**config.mk**
```make
export PLATFORM = sky130hd
export DESIGN_NAME = osr_uart_rx
export DESIGN_NICKNAME = d
export VERILOG_FILES = /design/src/rtl/osr_uart_rx_pkg.sv /design/src/rtl/osr_rx_frontend.sv /design/src/rtl/osr_rx_bitengine.sv /design/src/rtl/osr_rx_fifo.sv /design/src/rtl/osr_uart_rx.sv
export SDC_FILE = /design/constraint.sdc
export NUM_CORES = 1
export LEC_CHECK = 0
export BUFFER_PORTS_ARGS = -buffer_cell sky130_fd_sc_hd__buf_4
export CAP_MARGIN = 20
export CORE_MARGIN = 1
export CORE_UTILIZATION = 63
export DETAILED_ROUTE_END_ITERATION = 10
export MAX_ROUTING_LAYER = met4
export PLACE_DENSITY = 0.82
export RECOVER_POWER = 25
export SETUP_SLACK_MARGIN = 0.3
export SLEW_MARGIN = 10
export SYNTH_ARGS = -nofsm -noshare
export SYNTH_HDL_FRONTEND = slang
export SYNTH_SLANG_ARGS = --single-unit
```
**constraint.sdc**
```tcl
create_clock -name clk -period 5.6 [get_ports clk]
set_input_delay 0 -clock clk [delete_from_list [all_inputs] [get_ports clk]]
set_output_delay 0 -clock clk [all_outputs]
set_load 0.02 [all_outputs]
```
**src/rtl/osr_uart_rx_pkg.sv**
```systemverilog
package osr_uart_rx_pkg;
  typedef enum logic [1:0] {
    RX_IDLE  = 2'd0,
    RX_START = 2'd1,
    RX_DATA  = 2'd2,
    RX_STOP  = 2'd3
  } rx_state_e;
endpackage

```
**src/rtl/osr_rx_frontend.sv**
```systemverilog
// Line conditioning: synchronizer chain, polarity select, tick-sampled history.
module osr_rx_frontend #(
  parameter int SYNC_STAGES = 2
) (
  input  logic clk,
  input  logic rst_n,
  input  logic tick,
  input  logic rx_pin,
  input  logic invert,
  output logic lvl,
  output logic lvl_prev
);
  logic [SYNC_STAGES-1:0] sync_q;
  logic                   prev_q;

  always_ff @(posedge clk or negedge rst_n) begin
    if (!rst_n) begin
      sync_q <= '0;
    end else begin
      sync_q[0] <= rx_pin;
      for (int i = 1; i < SYNC_STAGES; i++) sync_q[i] <= sync_q[i-1];
    end
  end

  assign lvl = sync_q[SYNC_STAGES-1] ^ invert;

  always_ff @(posedge clk or negedge rst_n) begin
    if (!rst_n) prev_q <= 1'b0;
    else if (tick) prev_q <= lvl;
  end

  assign lvl_prev = prev_q;
endmodule

```
**src/rtl/osr_rx_bitengine.sv**
```systemverilog
// Start validation, per-bit majority vote, character assembly, stop check.
module osr_rx_bitengine
  import osr_uart_rx_pkg::*;
#(
  parameter int OSR    = 16,
  parameter int DATA_W = 9
) (
  input  logic              clk,
  input  logic              rst_n,
  input  logic              tick,
  input  logic              run,
  input  logic              hold,
  input  logic              nine_bit,
  input  logic              lvl,
  input  logic              lvl_prev,
  output logic              push,
  output logic [DATA_W-1:0] push_data,
  output logic              push_ferr,
  output logic              busy
);
  localparam int CW  = $clog2(OSR);
  localparam int BW  = $clog2(DATA_W + 1);
  localparam int MID = OSR / 2;
  localparam logic [CW-1:0] C_LO  = CW'(MID - 1);
  localparam logic [CW-1:0] C_MID = CW'(MID);
  localparam logic [CW-1:0] C_HI  = CW'(MID + 1);
  localparam logic [CW-1:0] C_END = CW'(OSR - 1);

  rx_state_e         state_q, state_d;
  logic [CW-1:0]     cnt_q, cnt_d;
  logic [BW-1:0]     bits_q, bits_d;
  logic [DATA_W-1:0] sh_q, sh_d;
  logic              sa_q, sa_d, sb_q, sb_d;
  logic              vote;
  logic [BW-1:0]     last_bit;

  assign vote     = (sa_q & sb_q) | (sa_q & lvl) | (sb_q & lvl);
  assign last_bit = nine_bit ? BW'(DATA_W) : BW'(DATA_W - 1);

  always_comb begin
    state_d = state_q;
    cnt_d   = cnt_q;
    bits_d  = bits_q;
    sh_d    = sh_q;
    sa_d    = sa_q;
    sb_d    = sb_q;
    push    = 1'b0;
    if (!run) begin
      state_d = RX_IDLE;
      cnt_d   = '0;
    end else if (tick) begin
      unique case (state_q)
        RX_IDLE: begin
          if (!hold && lvl_prev && !lvl) begin
            state_d = RX_START;
            cnt_d   = CW'(1);
          end
        end
        RX_START: begin
          if (cnt_q == C_MID && lvl) begin
            state_d = RX_IDLE;
            cnt_d   = '0;
          end else if (cnt_q == C_END) begin
            state_d = RX_DATA;
            cnt_d   = '0;
            bits_d  = '0;
          end else begin
            cnt_d = cnt_q + 1'b1;
          end
        end
        default: begin
          if (cnt_q == C_LO)  sa_d = lvl;
          if (cnt_q == C_MID) sb_d = lvl;
          if (cnt_q == C_HI && state_q == RX_DATA) begin
            sh_d   = {vote, sh_q[DATA_W-1:1]};
            bits_d = bits_q + 1'b1;
          end
          if (cnt_q == C_HI && state_q == RX_STOP) begin
            push    = 1'b1;
            state_d = RX_IDLE;
            cnt_d   = '0;
          end else if (cnt_q == C_END) begin
            cnt_d = '0;
            if (bits_q == last_bit) state_d = RX_STOP;
          end else begin
            cnt_d = cnt_q + 1'b1;
          end
        end
      endcase
    end
  end

  always_ff @(posedge clk or negedge rst_n) begin
    if (!rst_n) begin
      state_q <= RX_IDLE;
      cnt_q   <= '0;
      bits_q  <= '0;
      sh_q    <= '0;
      sa_q    <= 1'b0;
      sb_q    <= 1'b0;
    end else begin
      state_q <= state_d;
      cnt_q   <= cnt_d;
      bits_q  <= bits_d;
      sh_q    <= sh_d;
      sa_q    <= sa_d;
      sb_q    <= sb_d;
    end
  end

  assign push_data = nine_bit ? sh_q : {1'b0, sh_q[DATA_W-1:1]};
  assign push_ferr = ~vote;
  assign busy      = (state_q != RX_IDLE);

  // an abandoned start never leads to a push on the following cycle
  assert_false_start_quiet_R4: assert property (@(posedge clk) disable iff (!rst_n)
    (state_q == RX_START && state_d == RX_IDLE) |=> !push);
endmodule

```
**src/rtl/osr_rx_fifo.sv**
```systemverilog
// Receive queue holding {framing error, data}; sticky overrun on a full push.
module osr_rx_fifo #(
  parameter int W     = 10,
  parameter int DEPTH = 2
) (
  input  logic         clk,
  input  logic         rst_n,
  input  logic         push,
  input  logic [W-1:0] push_word,
  input  logic         pop,
  input  logic         clr_ovr,
  output logic [W-1:0] head_word,
  output logic         not_empty,
  output logic         ovr
);
  localparam int PW   = (DEPTH > 1) ? $clog2(DEPTH) : 1;
  localparam int CNTW = $clog2(DEPTH + 1);

  logic [W-1:0]    mem_q [DEPTH];
  logic [PW-1:0]   wr_q, wr_d, rd_q, rd_d;
  logic [CNTW-1:0] cnt_q, cnt_d;
  logic            ovr_q, ovr_d;
  logic            full, empty, do_push, do_pop;

  function automatic logic [PW-1:0] ptr_inc(input logic [PW-1:0] p);
    return (p == PW'(DEPTH - 1)) ? '0 : p + 1'b1;
  endfunction

  assign full    = (cnt_q == CNTW'(DEPTH));
  assign empty   = (cnt_q == '0);
  assign do_push = push && !full;
  assign do_pop  = pop && !empty;

  always_comb begin
    wr_d  = do_push ? ptr_inc(wr_q) : wr_q;
    rd_d  = do_pop ? ptr_inc(rd_q) : rd_q;
    unique case ({do_push, do_pop})
      2'b10:   cnt_d = cnt_q + 1'b1;
      2'b01:   cnt_d = cnt_q - 1'b1;
      default: cnt_d = cnt_q;
    endcase
    if (clr_ovr)          ovr_d = 1'b0;
    else if (push && full) ovr_d = 1'b1;
    else                   ovr_d = ovr_q;
  end

  always_ff @(posedge clk or negedge rst_n) begin
    if (!rst_n) begin
      wr_q  <= '0;
      rd_q  <= '0;
      cnt_q <= '0;
      ovr_q <= 1'b0;
    end else begin
      wr_q  <= wr_d;
      rd_q  <= rd_d;
      cnt_q <= cnt_d;
      ovr_q <= ovr_d;
    end
  end

  always_ff @(posedge clk) begin
    if (do_push) mem_q[wr_q] <= push_word;
  end

  assign head_word = empty ? '0 : mem_q[rd_q];
  assign not_empty = !empty;
  assign ovr       = ovr_q;

  assert_fill_bound_R7: assert property (@(posedge clk) disable iff (!rst_n)
    cnt_q <= CNTW'(DEPTH));
  assert_last_pop_drains_R8: assert property (@(posedge clk) disable iff (!rst_n)
    (pop && !push && cnt_q == CNTW'(1)) |=> !not_empty);
  assert_overrun_sticky_R9: assert property (@(posedge clk) disable iff (!rst_n)
    (ovr_q && !clr_ovr) |=> ovr_q);
endmodule

```
**src/rtl/osr_uart_rx.sv**
```systemverilog
module osr_uart_rx #(
  parameter int OSR         = 16,
  parameter int DATA_W      = 9,
  parameter int DEPTH       = 2,
  parameter int SYNC_STAGES = 2
) (
  input  logic              clk,
  input  logic              rst_n,
  input  logic              tick16,
  input  logic              port_en,
  input  logic              rx_en,
  input  logic              async_sel,
  input  logic              nine_bit,
  input  logic              invert_rx,
  input  logic              rx_pin,
  input  logic              rd_pop,
  output logic [DATA_W-1:0] rd_data,
  output logic              data_avail,
  output logic              frame_err,
  output logic              overrun
);
  localparam int ENTRY_W = DATA_W + 1;

  logic              lvl, lvl_prev, running;
  logic              eng_push, eng_ferr, eng_busy;
  logic [DATA_W-1:0] eng_data;
  logic [ENTRY_W-1:0] head;

  assign running = port_en & rx_en & async_sel;

  osr_rx_frontend #(.SYNC_STAGES(SYNC_STAGES)) u_front (
    .clk(clk), .rst_n(rst_n), .tick(tick16), .rx_pin(rx_pin),
    .invert(invert_rx), .lvl(lvl), .lvl_prev(lvl_prev)
  );

  osr_rx_bitengine #(.OSR(OSR), .DATA_W(DATA_W)) u_engine (
    .clk(clk), .rst_n(rst_n), .tick(tick16), .run(running), .hold(overrun),
    .nine_bit(nine_bit), .lvl(lvl), .lvl_prev(lvl_prev), .push(eng_push),
    .push_data(eng_data), .push_ferr(eng_ferr), .busy(eng_busy)
  );

  osr_rx_fifo #(.W(ENTRY_W), .DEPTH(DEPTH)) u_queue (
    .clk(clk), .rst_n(rst_n), .push(eng_push), .push_word({eng_ferr, eng_data}),
    .pop(rd_pop), .clr_ovr(!rx_en), .head_word(head), .not_empty(data_avail),
    .ovr(overrun)
  );

  assign rd_data   = head[DATA_W-1:0];
  assign frame_err = head[DATA_W];

  assert_halt_on_overrun_R9: assert property (@(posedge clk) disable iff (!rst_n)
    overrun |-> !eng_busy);
  assert_gated_idle_R12: assert property (@(posedge clk) disable iff (!rst_n)
    !running |=> !eng_busy);
  assert_clear_overrun_R10: assert property (@(posedge clk) disable iff (!rst_n)
    !rx_en |=> !overrun);
  assert_avail_fall_on_pop_R8: assert property (@(posedge clk) disable iff (!rst_n)
    $fell(data_avail) |-> $past(rd_pop));
endmodule

```
* Word-level counts from Yosys, hierarchy flattened *
Memories as Yosys holds them, arrays and structs flattened.
Index checks and enable logic that the tools add are counted.

word-level totals
  output and inout bits = 12
  memory bits (writable) = 20
  memories kept = 1
  register bits = 29

memories
  memory         words  width  read ports  clocked after Yosys merged registers in  wr ports  RTL line           source
  u_queue.mem_q  2      10     1           0                                        1         osr_rx_fifo.sv:19  logic [W-1:0] mem_q [DEPTH];

cells by class
  mux-type cells = 34
  bitwise gates (word level) = 11
  add/subtract/negate cells = 6
  equality and inequality tests = 19
  reduce and logical (&&, ||, !) cells = 23

operators by type and width
  cell                   count
  $mux W4                9
  $mux W2                8
  $pmux W4 S2            2
  $eq A4 B4 Y1 const B   3
  $reduce_and A4 Y1      3
  $mux W1                11
  $mux W10               1
  $ne A5 B5 Y1 const B   2
  $mux W9                1
  $add A4 B1 Y4 const B  2
  $eq A2 B2 Y1 const B   4
  $logic_and A1 B1 Y1    8
  $pmux W2 S2            2
  $reduce_and A6 Y1      1
  $and A1 B1 Y1          5
  $reduce_and A5 Y1      1
  $eq A2 B1 Y1 const B   2
  $eq A4 B3 Y1 const B   1
  $eq A4 B4 Y1           1
  $logic_not A1 Y1       4
  $logic_not A2 Y1       2
  $ne A2 B1 Y1 const B   2
  $ne A2 B2 Y1 const B   2
  $ne A4 B4 Y1 const B   1
  10 further kinds       15

* Logic depth before layout (Yosys ltp) *
  depth in word-level cells = 9
  gate-level depth with buffers = 9
  gate-level depth less buffers = 8

* Cells and area by module *
A second synthesis with hierarchy kept.

second synthesis, totals
  cell total of the unflattened synthesis = 199
  area, all modules = 2458.6 µm²

modules (own cells, without submodules)
  module            times used  seq. area each (µm²)  cells an instance  area each (µm²)
  osr_rx_bitengine  1           525.5                 128                1363.8
  osr_rx_fifo       1           725.7                 64                 985.9
  osr_rx_frontend   1           75.1                  5                  98.8
  osr_uart_rx       1           0.0                   2                  10.0

* Least setup slack after synthesis *
No wires, ideal clock.

  path kind = reg2reg
  start point = register u_engine.cnt_q[1]
  end point = memory u_queue.mem_q[1][0] (enable)
  library setup time = 376 ps
  slack = 3596 ps
  data required time = 5224 ps
  cell stages (with the launch flop) = 7
  path buffers = 1
  arrival time = 1627 ps
  cells stage by stage = dfrtp_1 > inv_1 > ha_1 > and4_1 > buf_2 > nand4_2 > nor2_1

between the ends
  word-level cells in the longest chain between the ends = 9

ends and longest elaborated chain
  what                           RTL line                 source
  from (decl)                    osr_rx_bitengine.sv:30   logic [CW-1:0] cnt_q, cnt_d;
  from (signal assigned)         osr_rx_bitengine.sv:103  cnt_q <= cnt_d;
  $eq A4 B4 Y1                   osr_rx_bitengine.sv:78   if (cnt_q == C_HI && state_q == RX_STOP) begin
  $logic_and A1 B1 Y1            osr_rx_bitengine.sv:78
  $mux W1                        osr_rx_bitengine.sv:78
  $mux W1                        osr_rx_bitengine.sv:52   unique case (state_q)
  $mux W1                        osr_rx_bitengine.sv:51   end else if (tick) begin
  $mux W1                        osr_rx_bitengine.sv:48   if (!run) begin
  $logic_and A1 B1 Y1            osr_rx_fifo.sv:31        assign do_push = push && !full;
  $mux W1                        osr_rx_fifo.sv:62        if (do_push) mem_q[wr_q] <= push_word;
  $mux W1 (not written as such)  osr_rx_fifo.sv:62
  to (decl)                      osr_rx_fifo.sv:19

No other way between the ends.

* Worst setup path after layout *
  start point = register u_engine.state_q[1]
  end point = memory u_queue.mem_q[0][4] (enable)

between the ends
  word-level cells in the longest chain between the ends = 9
  elaborated cells on any way between the ends = 12
  those cells by class = eq/ne: 2; mux: 6; reduce/logical: 4

ends and longest elaborated chain
  what                             RTL line                 source
  from (decl)                      osr_rx_bitengine.sv:29   rx_state_e state_q, state_d;
  from (signal assigned)           osr_rx_bitengine.sv:102  state_q <= state_d;
  $eq A2 B2 Y1                     osr_rx_bitengine.sv:78
  $logic_and A1 B1 Y1              osr_rx_bitengine.sv:78
  $mux W1                          osr_rx_bitengine.sv:78
  $mux W1 *                        osr_rx_bitengine.sv:52
  $mux W1 *                        osr_rx_bitengine.sv:51
  $mux W1 *                        osr_rx_bitengine.sv:48
  $logic_and A1 B1 Y1 *            osr_rx_fifo.sv:31
  $mux W1 *                        osr_rx_fifo.sv:62
  $mux W1 (not written as such) *  osr_rx_fifo.sv:62

Every way passes the cells marked *; elsewhere a longest branch is shown, timed or not.

==> results.yml <==
run_status:
  status: "finished, violations left"
  failed_checks: "max-capacitance violations, max-slew violations"
sta:
  fin_worst_skew_ns: 0.0104
  setup_slack_ns: 3.22
  maxSlewViolCount: 30
  worst_pin_slew_ns: 1.54
  clock.fmax_mhz: 420
  slew_headroom_pct: -2.46
  hold_viol: 0
  rsz0062_at_grt: "no"
  period_needed_ns: 2.38
  tns_ns: 0
  setup_viol: 0
  final.period_utilization_pct: 42.5
route:
  wl_per_cell_um: 16.7
  drcViolationCount: 0
  viasPerCell: 6.04
  drtAntennaViolNets: 0
  wl_met1_um: 1930
  routed_wl_um: 4560
  drt_iter0_markers: 51
  wl_met3_um: 219
  dr.pass1.iters: 4
  num_vias: 1650
  routed.top_layer: "met4"
  wl_met2_um: 2250
logic_synthesis:
  ys_async_sr_fraction_pct: 59.2
  ys_seq_elements: 49
  ys_seq_area_share_pct: 53.7
  synth_edf_count: 20
  synth_area_per_cell_sq_um: 12.2
  synth_top_area_share_pct: 29.4
  netlist_top_cells_area: "dfrtp_1 (29%), edfxtp_1 (24%), mux2_2 (5.5%)"
  ys.flop_type: "dfrtp_1"
  ys_types: 52
  yosysTopAreaCell: "dfrtp_1"
  synth_nets: 218
  synth_cells: 203
  yosys_warnings: 0
  synthesis.area_sq_um: 2470
min_path:
  hp-class: "primary input to flop"
  hold_start: "tick16"
worst_setup_path:
  path_class: "flop to flop"
  crit_required_ns: 5.53
  path_cells: "and4_1 -> nand4_2 -> nor2_1"
  max_stage_delay_ns: 0.68
  r2r_start: "u_engine.state_q[1]$_DFFE_PN0P_"
  crit_family: "simple AND/OR/NAND/NOR gates"
  crit_slowest_cell: "dfrtp_1"
  end_kind: "flop"
  worstPathBufferInverterCount: 0
  arrival_ns: 2.31
  crit_path_start: "u_engine.state_q[1]$_DFFE_PN0P_"
  critPathMaxFanout: 14
  cp-start-kind: "flop"
floorplan:
  ioPinCount: 22
  core_sq_um: 3720
  initial_utilization_pct: 66.5
  dieArea_sq_um: 4180
  chipWidth_um: 64.6
  dieHeight_um: 64.6
  rows: 22
global_route:
  grtUsageTotal_pct: 25.7
  overflow: 0
  grt_pass1_vias: 1684
  antenna_found_initial: 0
  grt_max_degree: 30
  grt_pass1_wl_um: 7760
clock_tree:
  clk_latency_ns: 0.30
  cts_setup_buffers: 0
  cts-htree-levels: 2
  clk_pin_slew_ns: 0.08
  cts_root_buf: "clkbuf_8"
  tritoncts: "built"
  clk_path_buf_depth: 2
  clock-sinks: 49
  cts_inserted_buffers: 5
finish:
  n_antenna_cell: 0
  area_growth_pct: 11.1
  multi_input_area_sq_um: 1050
  register_area_sq_um: 1330
  nets: 239
  stdcell_area_sq_um: 2750
  n_fill_cell: 270
  drive_above_1_share_pct: 24.0
  fin_util_pct: 73.9
power_and_ir_drop:
  total_power_w: 0.000835
  max-vdd-ir-drop_v: 0.000128
  p_per_area_nw_per_um2: 304
  power_leakage_nw: 1.17
place:
  place_ws_ns: 3.26
  gp_congestion: 0.956
  placed_area_sq_um: 2630
  io_buffers: 21
  dp_hpwl_um: 3250
job:
  cap_violations: 1
## synthesized netlist by cell type (2+ instances only)
cell       n
buf_2      5
and4_1     3
clkbuf_1   3
xnor2_1    4
mux2i_1   10
a22o_1     2
and3_1     2
o21a_1     2
edfxtp_1  20
nor3_1     3
buf_6      2
inv_1      9
mux2_2    12
nand3_1    5
a21oi_1    2
nand2_1   13
mux2_4     3
o21ai_0   11
nor2_1    19
nor2b_1    5
o31ai_1    2
nand2b_1   2
ha_1       5
xor2_1     3
dfrtp_1   29
## routing by layer
layer,GRT usage [%],vias to the layer above
met5,-,-
met2,42.6,58
li1,-,774
met4,11.9,0
met3,5.28,20
met1,30.0,798
## placed cells by master (no fill, tap or decap), types with 3 or more instances in the layout
cell,instances
dfrtp_1,29
buf_4,20
edfxtp_1,20
nor2_1,19
nand2_1,13
mux2_2,12
o21ai_0,11
mux2i_1,10
inv_1,9
nor2b_1,5
nand3_1,5
ha_1,5
clkbuf_8,5
xnor2_1,4
and4_1,3
xor2_1,3
mux2_4,3
nor3_1,3
dlygate4sd3_1,3
## stage by stage
| stage | hold slack, ns | std cells |
|---|---|---|
| after floorplan | -0.296 | 203 |
| after global placement | -0.0675 | 262 |
| after global routing | 0.0166 | 273 |
| final | 0.0184 | 273 |
| after detailed placement | -0.0589 | 262 |
| after CTS | 0.0123 | 273 |
## cells by family after synthesis
logic type / synth area share, %
muxes: 11.3
adders and majority gates: 2.53
xor gates and xnor gates: 3.14
and+or+nand+nor: 14.9
DFF: 53.7
buffers and inverters: 3.75
AOI/OAI and AO/OA: 10.6
## sequential cells by signal, summed over array words and instances (netlist names)
signal / count
u_engine.bits_q: 4
u_engine.cnt_q: 4
u_engine.sa_q: 1
u_engine.sb_q: 1
u_engine.sh_q: 9
u_engine.state_q: 2
u_front.lvl_prev: 1
u_front.sync_q: 2
u_queue.cnt_q: 2
u_queue.mem_q: 20
u_queue.ovr: 1
u_queue.rd_q: 1
u_queue.wr_q: 1
## final timing paths
kind | slack [ns] | cells past startpoint | end
min | 0.02 | 2 | u_front.lvl_prev$_DFFE_PN0P_
max in group asynchronous | 4.10 | 2 | u_engine.sh_q[4]$_DFFE_PN0P_
min reg2reg | 0.37 | 0 | u_front.sync_q[1]$_DFF_PN0_
max reg2reg | 3.22 | 3 | u_queue.mem_q[0][4]$_DFFE_PP_
min in group asynchronous | 0.60 | 2 | u_queue.wr_q$_DFFE_PN0P_
max | 3.22 | 3 | u_queue.mem_q[0][4]$_DFFE_PP_
## where the power goes
part	leakage, nW	internal [W]	switching (W)
clock network	0.0445	0.0000887	0.000118
registers	0.538	0.000385	0.0000283
logic	0.584	0.0000987	0.000117
## layout make-up
cell class / instances / share of cell area (%)
Tap cell: 48 / 2.19
Multi-Input combinational cell: 135 / 38.3
Clock buffer: 5 / 2.51
Clock inverter: 3 / 0.775
Timing Repair Buffer: 24 / 6.70
Inverter: 9 / 1.23
Sequential cell: 49 / 48.3
## what timing repair did
action | CTS | global route
hold endpoints to repair | 31 | 0
resized for setup | 0 | 0
setup endpoints to repair | 0 | 0
hold buffers | 3 | 0
No activity file was read; power rests on OpenSTA's default activity.
